$ cat src/rtl/ldq_pkg.sv
// Shared encodings for the early load result qualifier.
// Assumes a 64-bit data path and byte addressing.
package ldq_pkg;

    localparam int DATA_W = 64;
    localparam int BYTES  = DATA_W / 8;
    localparam int OFF_W  = $clog2(BYTES);

    typedef enum logic [1:0] {
        SZ_BYTE = 2'd0,
        SZ_HALF = 2'd1,
        SZ_WORD = 2'd2,
        SZ_DWRD = 2'd3
    } acc_size_e;

    typedef enum logic [1:0] {
        RG_RAM  = 2'd0,
        RG_IO   = 2'd1,
        RG_RSV2 = 2'd2,
        RG_RSV3 = 2'd3
    } region_e;

    // Per-load information carried down the pipeline
    typedef struct packed {
        logic             valid;
        logic [1:0]       size;
        logic             sext;
        logic [OFF_W-1:0] off;
        logic             fast;
    } ld_meta_t;

endpackage

$ cat src/rtl/ldq_eligibility.sv
// Combinational test that decides whether an issuing load may take the
// short path. The test covers size, natural alignment, RAM region, and the
// absence of a store-buffer entry in the same doubleword.
// Assumes the store-buffer inputs are current for the issue cycle.
module ldq_eligibility
    import ldq_pkg::*;
#(
    parameter int AW       = 32,
    parameter int SB_DEPTH = 4
) (
    input  logic [1:0]                  size,
    input  logic [AW-1:0]               addr,
    input  logic [1:0]                  region,
    input  logic [SB_DEPTH-1:0]         sb_valid,
    input  logic [SB_DEPTH-1:0][AW-1:0] sb_addr,
    output logic                        eligible
);
    localparam int TAG_LO = OFF_W;

    logic [SB_DEPTH-1:0] sb_match;
    logic                size_ok;
    logic                align_ok;
    logic                region_ok;
    logic                raw_hazard;

    // One doubleword comparator per store-buffer entry
    for (genvar g = 0; g < SB_DEPTH; g++) begin : g_sb_cmp
        assign sb_match[g] = sb_valid[g] &&
                             (sb_addr[g][AW-1:TAG_LO] == addr[AW-1:TAG_LO]);
    end

    // Size and natural-alignment screen
    always_comb begin
        size_ok  = (size == SZ_WORD) || (size == SZ_DWRD);
        align_ok = (size == SZ_DWRD) ? (addr[OFF_W-1:0] == '0)
                                     : (addr[1:0] == 2'b00);
    end

    // Combine the individual conditions
    always_comb begin
        region_ok  = (region == RG_RAM);
        raw_hazard = |sb_match;
        eligible   = size_ok && align_ok && region_ok && !raw_hazard;
    end

endmodule

$ cat src/rtl/ldq_format.sv
// Extracts and extends a load result from an aligned doubleword.
// FAST=1 builds the narrow word/doubleword selector used early; it assumes
// a qualified (aligned 32/64-bit) access and needs only the upper offset bit.
// FAST=0 builds the general byte shifter used by the normal-latency path.
module ldq_format
    import ldq_pkg::*;
#(
    parameter bit FAST = 1'b0,
    localparam int SW  = FAST ? 1 : OFF_W
) (
    input  logic [DATA_W-1:0] dword,
    input  logic [SW-1:0]     sel,
    input  logic [1:0]        size,
    input  logic              sext,
    output logic [DATA_W-1:0] result
);

    if (FAST) begin : g_fast
        logic [31:0] word;

        // Pick the aligned half, then extend it or pass the doubleword
        always_comb begin
            word = sel[SW-1] ? dword[63:32] : dword[31:0];
            if (size == SZ_DWRD)
                result = dword;
            else
                result = {{32{sext & word[31]}}, word};
        end
    end else begin : g_full
        logic [DATA_W-1:0] shifted;

        // Byte shift with zero fill, then width mask and extension
        always_comb begin
            shifted = dword >> {sel, 3'b000};
            unique case (size)
                SZ_BYTE: result = {{56{sext & shifted[7]}},  shifted[7:0]};
                SZ_HALF: result = {{48{sext & shifted[15]}}, shifted[15:0]};
                SZ_WORD: result = {{32{sext & shifted[31]}}, shifted[31:0]};
                default: result = shifted;
            endcase
        end
    end

endmodule

$ cat src/rtl/load_early_fwd.sv
// Early load result qualifier. A load is sampled at issue (edge E). The
// cache returns the hit flag and doubleword in the next cycle. A qualifying
// hit is registered as the early result at E+1, and every hit is
// registered as the normal result at E+2.
// Assumes rd_hit/rd_data belong to the load sampled one edge earlier.
module load_early_fwd
    import ldq_pkg::*;
#(
    parameter int AW       = 32,
    parameter int SB_DEPTH = 4
) (
    input  logic                        clk,
    input  logic                        rst_n,
    input  logic                        req_valid,
    input  logic [1:0]                  req_size,
    input  logic                        req_sext,
    input  logic [AW-1:0]               req_addr,
    input  logic [1:0]                  req_region,
    input  logic [SB_DEPTH-1:0]         sb_valid,
    input  logic [SB_DEPTH-1:0][AW-1:0] sb_addr,
    input  logic                        rd_hit,
    input  logic [63:0]                 rd_data,
    output logic                        early_valid,
    output logic [63:0]                 early_data,
    output logic                        late_valid,
    output logic [63:0]                 late_data
);

    logic              issue_ok;
    ld_meta_t          ex2_meta;
    ld_meta_t          ex3_meta;
    logic              ex3_hit;
    logic [DATA_W-1:0] ex3_dword;
    logic [DATA_W-1:0] fast_word;
    logic [DATA_W-1:0] full_word;

    ldq_eligibility #(
        .AW       (AW),
        .SB_DEPTH (SB_DEPTH)
    ) u_elig (
        .size     (req_size),
        .addr     (req_addr),
        .region   (req_region),
        .sb_valid (sb_valid),
        .sb_addr  (sb_addr),
        .eligible (issue_ok)
    );

    // Issue stage register: capture the load and its qualification
    always_ff @(posedge clk) begin
        if (!rst_n) begin
            ex2_meta <= '0;
        end else begin
            ex2_meta.valid <= req_valid;
            ex2_meta.size  <= req_size;
            ex2_meta.sext  <= req_sext;
            ex2_meta.off   <= req_addr[OFF_W-1:0];
            ex2_meta.fast  <= req_valid && issue_ok;
        end
    end

    ldq_format #(
        .FAST (1'b1)
    ) u_fmt_fast (
        .dword  (rd_data),
        .sel    (ex2_meta.off[OFF_W-1]),
        .size   (ex2_meta.size),
        .sext   (ex2_meta.sext),
        .result (fast_word)
    );

    // Early result register: qualified load that also hit
    always_ff @(posedge clk) begin
        if (!rst_n) begin
            early_valid <= 1'b0;
            early_data  <= '0;
        end else begin
            early_valid <= ex2_meta.fast && rd_hit;
            early_data  <= fast_word;
        end
    end

    // Second stage register: hold array data for the normal path
    always_ff @(posedge clk) begin
        if (!rst_n) begin
            ex3_meta  <= '0;
            ex3_hit   <= 1'b0;
            ex3_dword <= '0;
        end else begin
            ex3_meta  <= ex2_meta;
            ex3_hit   <= rd_hit;
            ex3_dword <= rd_data;
        end
    end

    ldq_format #(
        .FAST (1'b0)
    ) u_fmt_full (
        .dword  (ex3_dword),
        .sel    (ex3_meta.off),
        .size   (ex3_meta.size),
        .sext   (ex3_meta.sext),
        .result (full_word)
    );

    // Normal-latency result register
    always_ff @(posedge clk) begin
        if (!rst_n) begin
            late_valid <= 1'b0;
            late_data  <= '0;
        end else begin
            late_valid <= ex3_meta.valid && ex3_hit;
            late_data  <= full_word;
        end
    end

endmodule

$ cat config.mk
export PLATFORM = sky130hd
export DESIGN_NAME = load_early_fwd
export DESIGN_NICKNAME = d
export VERILOG_FILES = /design/src/rtl/ldq_pkg.sv /design/src/rtl/ldq_eligibility.sv /design/src/rtl/ldq_format.sv /design/src/rtl/load_early_fwd.sv
export SDC_FILE = /design/constraint.sdc
export NUM_CORES = 1
export LEC_CHECK = 0
export BUFFER_PORTS_ARGS = -buffer_cell sky130_fd_sc_hd__buf_2
export CAP_MARGIN = 20
export CORE_MARGIN = 8
export CORE_UTILIZATION = 25
export CTS_CLUSTER_DIAMETER = 100
export DETAILED_ROUTE_END_ITERATION = 6
export SKIP_LAST_GASP = 1
export SLEW_MARGIN = 20
export SYNTH_ARGS = -nofsm -noshare
export SYNTH_HDL_FRONTEND = slang
export SYNTH_SLANG_ARGS = --single-unit
$ cat constraint.sdc
create_clock -name clk -period 2.4 [get_ports clk]
set_input_delay 0.36 -clock clk [delete_from_list [all_inputs] [get_ports clk]]
set_output_delay 0.36 -clock clk [all_outputs]
set_load 0.01 [all_outputs]
**After elaboration in Yosys (flattened, before gate mapping)**

Cells that the tools add are included.

- Equality and inequality tests: 9
- Shift-type cells: 1
- Muxes and demuxes: 4
- Bitwise gates (word level): 4
- Reduce and logical (&&, ||, !) cells: 17

Operators with widths:

| cell | count |
|---|---|
| case mux 64 bit (3 select lines) | 1 |
| equality test 29 bit | 4 |
| 2-to-1 mux 64 bit | 1 |
| right shift 64 x 6 -> 64 bit | 1 |
| 2-to-1 mux 32 bit | 1 |
| logical AND 1 bit | 10 |
| equality test 2 bit, second input constant | 4 |
| zero test 2 bit | 3 |
| AND 1 bit | 4 |
| OR reduction 4 bit | 1 |
| zero test 3 bit | 1 |
| equality test 2 x 1 -> 1 bit, second input constant | 1 |
| zero test 1 bit | 1 |
| logical OR 1 bit | 1 |
| 2-to-1 mux 1 bit | 1 |

- Bits in registers: 210
- Bits of input ports: 237
- Output and inout bits: 130

**Longest topological paths before layout**

- Depth after elaboration: 6
- Mapped depth: 8

**Modules after synthesis**

From an unflattened synthesis, not the netlist that was laid out.

- Cells, all modules: 982
- Area total of the unflattened synthesis: 10149.7 sq um

Modules (own cells, without submodules):

| module | times used | cells an instance | area an instance (sq um) | sequential area each (sq um) |
|---|---|---|---|---|
| load_early_fwd | 1 | 443 | 5714.2 | 4204.0 |
| ldq_format at u_fmt_full | 1 | 261 | 2272.2 | 0.0 |
| ldq_eligibility | 1 | 162 | 1311.3 | 0.0 |
| ldq_format at u_fmt_fast | 1 | 116 | 852.1 | 0.0 |

**Worst setup path after synthesis**

Ideal clock, no wire load.

- Path type: register -> register
- Start: reg ex3_meta[2] in the netlist's numbering
- End: reg late_data[48]
- Setup time: 0.115 ns
- Arrival: 2.020 ns
- Required time: 2.285 ns
- Path slack: 0.266 ns
- Cell stages (with the launch flop): 9
- Path buffers: 3
- Path through: dfxtp_1 buf_2 mux4_2 mux2_2 and3_4 buf_6 a311o_1 buf_2 o21a_1

- Cells in the longest elaborated chain, start to end: 3
- Elaborated cells between the ends (all ways): 5
- Classes of those cells: 1 x shift; 1 x mux; 3 x bitwise

Ends and longest elaborated chain:

| item | RTL line | source |
|---|---|---|
| start, declared | load_early_fwd.sv:31 | `ld_meta_t ex3_meta;` |
| start signal, assigned | load_early_fwd.sv:90 | `ex3_meta <= ex2_meta;` |
| right shift 64 x 6 -> 64 bit (*) | ldq_format.sv:34 | `shifted = dword >> {sel, 3'b000};` |
| AND 1 bit, on equally long branches | ldq_format.sv:38, ldq_format.sv:36, ldq_format.sv:37 |  |
| case mux 64 bit (3 select lines) (*) | ldq_format.sv:35 | `unique case (size)` |
| end signal, assigned | load_early_fwd.sv:113 | `late_data <= full_word;` |
| end, declared | load_early_fwd.sv:26 | `output logic [63:0] late_data` |

Every way passes the cells marked *; elsewhere a longest branch is shown, timed or not.
A chain may end at the register's enable or synchronous reset.

**Worst setup path after layout**

- Start: reg ex3_meta[2] in the netlist's numbering
- End: reg late_data[18]

- Cells in the longest elaborated chain, start to end: 3
- Elaborated cells between the ends (all ways): 4
- Classes of those cells: 1 x shift; 1 x mux; 2 x bitwise

Ends and longest elaborated chain:

| item | RTL line |
|---|---|
| right shift 64 x 6 -> 64 bit (*) | ldq_format.sv:34 |
| AND 1 bit, on equally long branches | ldq_format.sv:37, ldq_format.sv:36 |
| case mux 64 bit (3 select lines) (*) | ldq_format.sv:35 |

Marked as above.

==> results.md <==
### Synth
* 1176 — Net Count, Synth
* 939 — number of instances in the synthesized netlist
* 39 — unique cell type count in the Yosys netlist
* 9002 sq um — cell area after synthesis
* sky130_fd_sc_hd__dfxtp_1 — leading register cell type out of synthesis
* 0 — number of enable flip-flop cells after synthesis
* 0% — proportion of register bits with asynchronous set or reset after synthesis
* 46.70% — Seq/Total Area, Yosys
* 210 — flops & latches, synth
* 9.587 sq um — syn_area_per_cell
* 0 — number of synthesis warnings

### Clocking
* 540 ps — worst skew pair latency
* 1 — number of H-tree levels
* sky130_fd_sc_hd__clkbuf_16 — cell chosen for the clock root
* 24 — TritonCTS buffer count
* done — TritonCTS clock tree
* 60 ps — register clock-pin slew on the reported worst setup and hold paths
* 210 — clk sink count
* 3 — Clock Tree Buf Depth

### Critical path
* 510 ps — delay of the slowest cell on the worst path
* 0 — CP Buf/Inv Count
* 15 — highest fanout seen on the critical path
* late_data[18]$_SDFF_PN0_ — endpoint of the most critical setup path
* register — crit end category
* ex3_meta[2]$_SDFF_PN0_ — Worst Setup SP
* sky130_fd_sc_hd__mux4_2 — standard cell with the maximum stage delay on the critical path
* mux4_2 > mux2_2 > and3_4 > nor2_2 > a21boi_0 — ordered cell list for the critical path
* 2550 ps — data arrival time of the worst path
* 220 ps — setup slack of the worst register-to-register path
* ex3_meta[2]$_SDFF_PN0_ — FF-to-FF Start
* 5 — R2R depth
* 5 — path length in cells of the critical path
* register — startpoint types
* multiplexers — family with the most delay on the worst path
* register to register — crit path kind
* 2780 ps — worst endpoint required time
* late_data[18]$_SDFF_PN0_ — worst reg2reg path endpoint

### Finish
* 34.36% — share of layout cells above drive strength 1
* 36.41% — post-synthesis to final-layout area growth
* 1523 — net count of the finished layout
* 1766 — final standard cell count with taps included and fillers excluded
* 34.61% — share of the core filled with cells in the final layout

### Power and ir drop
* 8938 uW — overall power of the completed layout
* 2227 uW — Switch Pwr
* 24.92% — switching fraction of total power
* 12.9% — relative contribution of combinational cells to total power
* 0.005831 uW — static leakage
* 41.9% — share of power burned in registers
* 0.4445 mV — worst IR drop on VDD
* 45.3% — part of the total power dissipated in the clock network
* 6711 uW — internal cell power
* 727.8 nW/um^2 — Pwr Density

### Global routing
* 7 — antenna violations before repair
* 0 — grt total ovfl
* 110 — maximum number of pins on one net before global-route repair
* 17.89% — Total GRT Usage
* 57.18 mm — first-pass GRT wire length
* 8807 — number of global-route vias before repair

### Route
* 0 — drc violations
* 0 — final antenna-violating net count
* 428 — initial drt markers
* 4.571 — detail-routed via count per cell
* 8072 — total number of vias
* 5 — Initial DRT Pass Iterations
* 22.28 um — final routed wire length divided by cell count
* 39.35 mm — wire length after detailed routing

### STA
* no — RSZ-0062 raised after global routing
* 2175 ps — post-layout min period
* 37.06 ps — final clock skew
* 0 — final-report hold violation count
* 0 — final setup fails
* 53.60% — Slew Limit Headroom
* 0 — Slew Limit Fails
* 224.7 ps — min setup slack post-route
* 696.0 ps — transition time of the tightest slew-check pin
* 90.64% — portion of the clock cycle consumed by the worst path in the final layout
* 459.7 MHz — highest clock frequency the design can meet

### Die
* 69 — number of placement rows
* 35480 sq um — floorplan core area
* 42340 sq um — full die area
* 205.8 um — Die Wd
* 205.8 um — Die Y
* 367 — I/O pin total
* 25.37% — initial standard-cell utilization of the core

### Run status
* finished clean — result of the run

### Place
* 1718 — Post-Place Cells
* 354 — number of port buffers
* 0.9110 — Routability Congestion
* 32.90 mm — half-perimeter wire length after placement
* -28.09 ps — Placement Setup Slack

### Flow run
* 0 — Maximum Capacitance Violations

### Worst hold path
* primary input to register — hold crit path type

[power groups by stage]
stage          Sequential [uW]  Combinational (uW)  Clock [uW]
2_1_floorplan             3830                 528           0
3_3_place_gp              3820                1150           0
3_5_place_dp              3820                1160           0
4_1_cts                   3740                1170        4180
5_1_grt                   3760                1250        4310
6_report                  3740                1150        4040
[how the worst min path moves through the flow]
stage,cells past startpoint,startpoint,slack (ps),to
global placement,1,ex2_meta[1]$_SDFF_PN0_,430,ex3_meta[1]$_SDFF_PN0_
global route,3,rd_data[0],20,ex3_dword[0]$_SDFF_PN0_
CTS,3,rd_data[11],2,ex3_dword[11]$_SDFF_PN0_
finish,3,rd_data[11],20,ex3_dword[11]$_SDFF_PN0_
detailed placement,1,ex2_meta[7]$_SDFF_PN0_,430,ex3_meta[7]$_SDFF_PN0_
floorplan,1,ex2_meta[1]$_SDFF_PN0_,410,ex3_meta[1]$_SDFF_PN0_
[kinds of logic after synthesis]
kind of cell / synth area share, %
muxes: 9.201
AOI/OAI and AO/OA: 14.07
buffers and inverters: 4.114
and+or+nand+nor: 14.83
DFF: 46.70
xor gates and xnor gates: 11.09
[worst reg2reg max path: stages, from the launching register on]
cell and delay (ps):
sky130_fd_sc_hd__dfxtp_2 390, sky130_fd_sc_hd__mux4_2 510, sky130_fd_sc_hd__mux2_2 290, sky130_fd_sc_hd__and3_4 190
sky130_fd_sc_hd__nor2_2 440, sky130_fd_sc_hd__a21boi_0 200
[cell type report]
| class | count | area [sq um] |
|---|---|---|
| tap | 461 | 576.8 |
| sequential | 210 | 4209 |
| timing repair buffer | 381 | 2022 |
| fill | 3720 | 23200 |
| antenna | 1 | 2.502 |
| clock buffer | 32 | 680.7 |
| clock inverter | 12 | 221.5 |
| multi-input combinational | 635 | 4441 |
| inverter | 34 | 127.6 |
[synth_stat cells (10+ instances only)]
master / n / area [sq um]
sky130_fd_sc_hd__o22ai_1: 10 / 62.56
sky130_fd_sc_hd__and2_1: 55 / 344.1
sky130_fd_sc_hd__o21ai_0: 16 / 80.08
sky130_fd_sc_hd__nand4_1: 14 / 87.58
sky130_fd_sc_hd__nor2b_1: 21 / 131.4
sky130_fd_sc_hd__mux2i_1: 49 / 490.5
sky130_fd_sc_hd__a21boi_1: 19 / 142.6
sky130_fd_sc_hd__o21a_1: 19 / 142.6
sky130_fd_sc_hd__a21oi_1: 46 / 230.2
sky130_fd_sc_hd__dfxtp_1: 210 / 4204
sky130_fd_sc_hd__clkbuf_1: 42 / 157.7
sky130_fd_sc_hd__a21o_1: 32 / 240.2
sky130_fd_sc_hd__xor2_1: 69 / 604.3
sky130_fd_sc_hd__nor2_1: 57 / 214.0
sky130_fd_sc_hd__xnor2_1: 45 / 394.1
sky130_fd_sc_hd__nor4_1: 20 / 125.1
sky130_fd_sc_hd__nand2_1: 70 / 262.8
sky130_fd_sc_hd__mux2_2: 10 / 112.6
sky130_fd_sc_hd__a21boi_0: 17 / 127.6
sky130_fd_sc_hd__inv_1: 33 / 123.9
sky130_fd_sc_hd__mux4_2: 10 / 225.2
sky130_fd_sc_hd__a211oi_1: 26 / 195.2
[repair_timing]
action	CTS	global route
hold buffers	3	0
setup endpoints to repair	4	0
resized for setup	1	0
hold endpoints to repair	3	0
setup buffers	0	0
[state kept, by name (all words and copies together) (netlist names)]
signal / flops
ex3_meta: 7
early_valid: 1
ex3_dword: 64
ex2_meta: 8
early_data: 64
late_valid: 1
ex3_hit: 1
late_data: 64
[per-stage QoR]
step / TNS [ps] / instance area (sq um) / hold slack, ps
CTS: 0 / 12280 / 1.638
floorplan: 0 / 9002 / 411.9
global placement: 0 / 11340 / 428.4
detailed placement: -54.48 / 11340 / 428.0
finish: 0 / 12280 / 24.63
global route: 0 / 12280 / 24.47
[cells in the final DEF, fill, tap and decap left out, types with 8 or more instances in the layout]
cell / n
sky130_fd_sc_hd__o21ai_0: 16
sky130_fd_sc_hd__a21boi_0: 17
sky130_fd_sc_hd__mux2i_1: 49
sky130_fd_sc_hd__buf_4: 22
sky130_fd_sc_hd__a21boi_1: 19
sky130_fd_sc_hd__a21o_1: 32
sky130_fd_sc_hd__nor2b_1: 21
sky130_fd_sc_hd__and2_1: 55
sky130_fd_sc_hd__a211oi_1: 26
sky130_fd_sc_hd__nor4_1: 20
sky130_fd_sc_hd__o21a_1: 19
sky130_fd_sc_hd__clkbuf_16: 24
sky130_fd_sc_hd__dfxtp_1: 208
sky130_fd_sc_hd__mux2_2: 10
sky130_fd_sc_hd__inv_1: 33
sky130_fd_sc_hd__o22ai_1: 10
sky130_fd_sc_hd__mux4_2: 10
sky130_fd_sc_hd__xnor2_1: 45
sky130_fd_sc_hd__xor2_1: 69
sky130_fd_sc_hd__a21oi_1: 46
sky130_fd_sc_hd__nor2_1: 55
sky130_fd_sc_hd__nand4_1: 14
sky130_fd_sc_hd__and3_1: 8
sky130_fd_sc_hd__nand2_1: 70
sky130_fd_sc_hd__buf_2: 353
[routing by layer]
layer  up-vias  wire (um)  track usage [%]
met5         -         38                0
met4         6       1026            4.953
met3        62       2873            4.518
met2       331      20340            33.44
met1      3799      15070            19.67
li1       3874          -                -
Note: power is estimated with default switching activity, not from simulation.
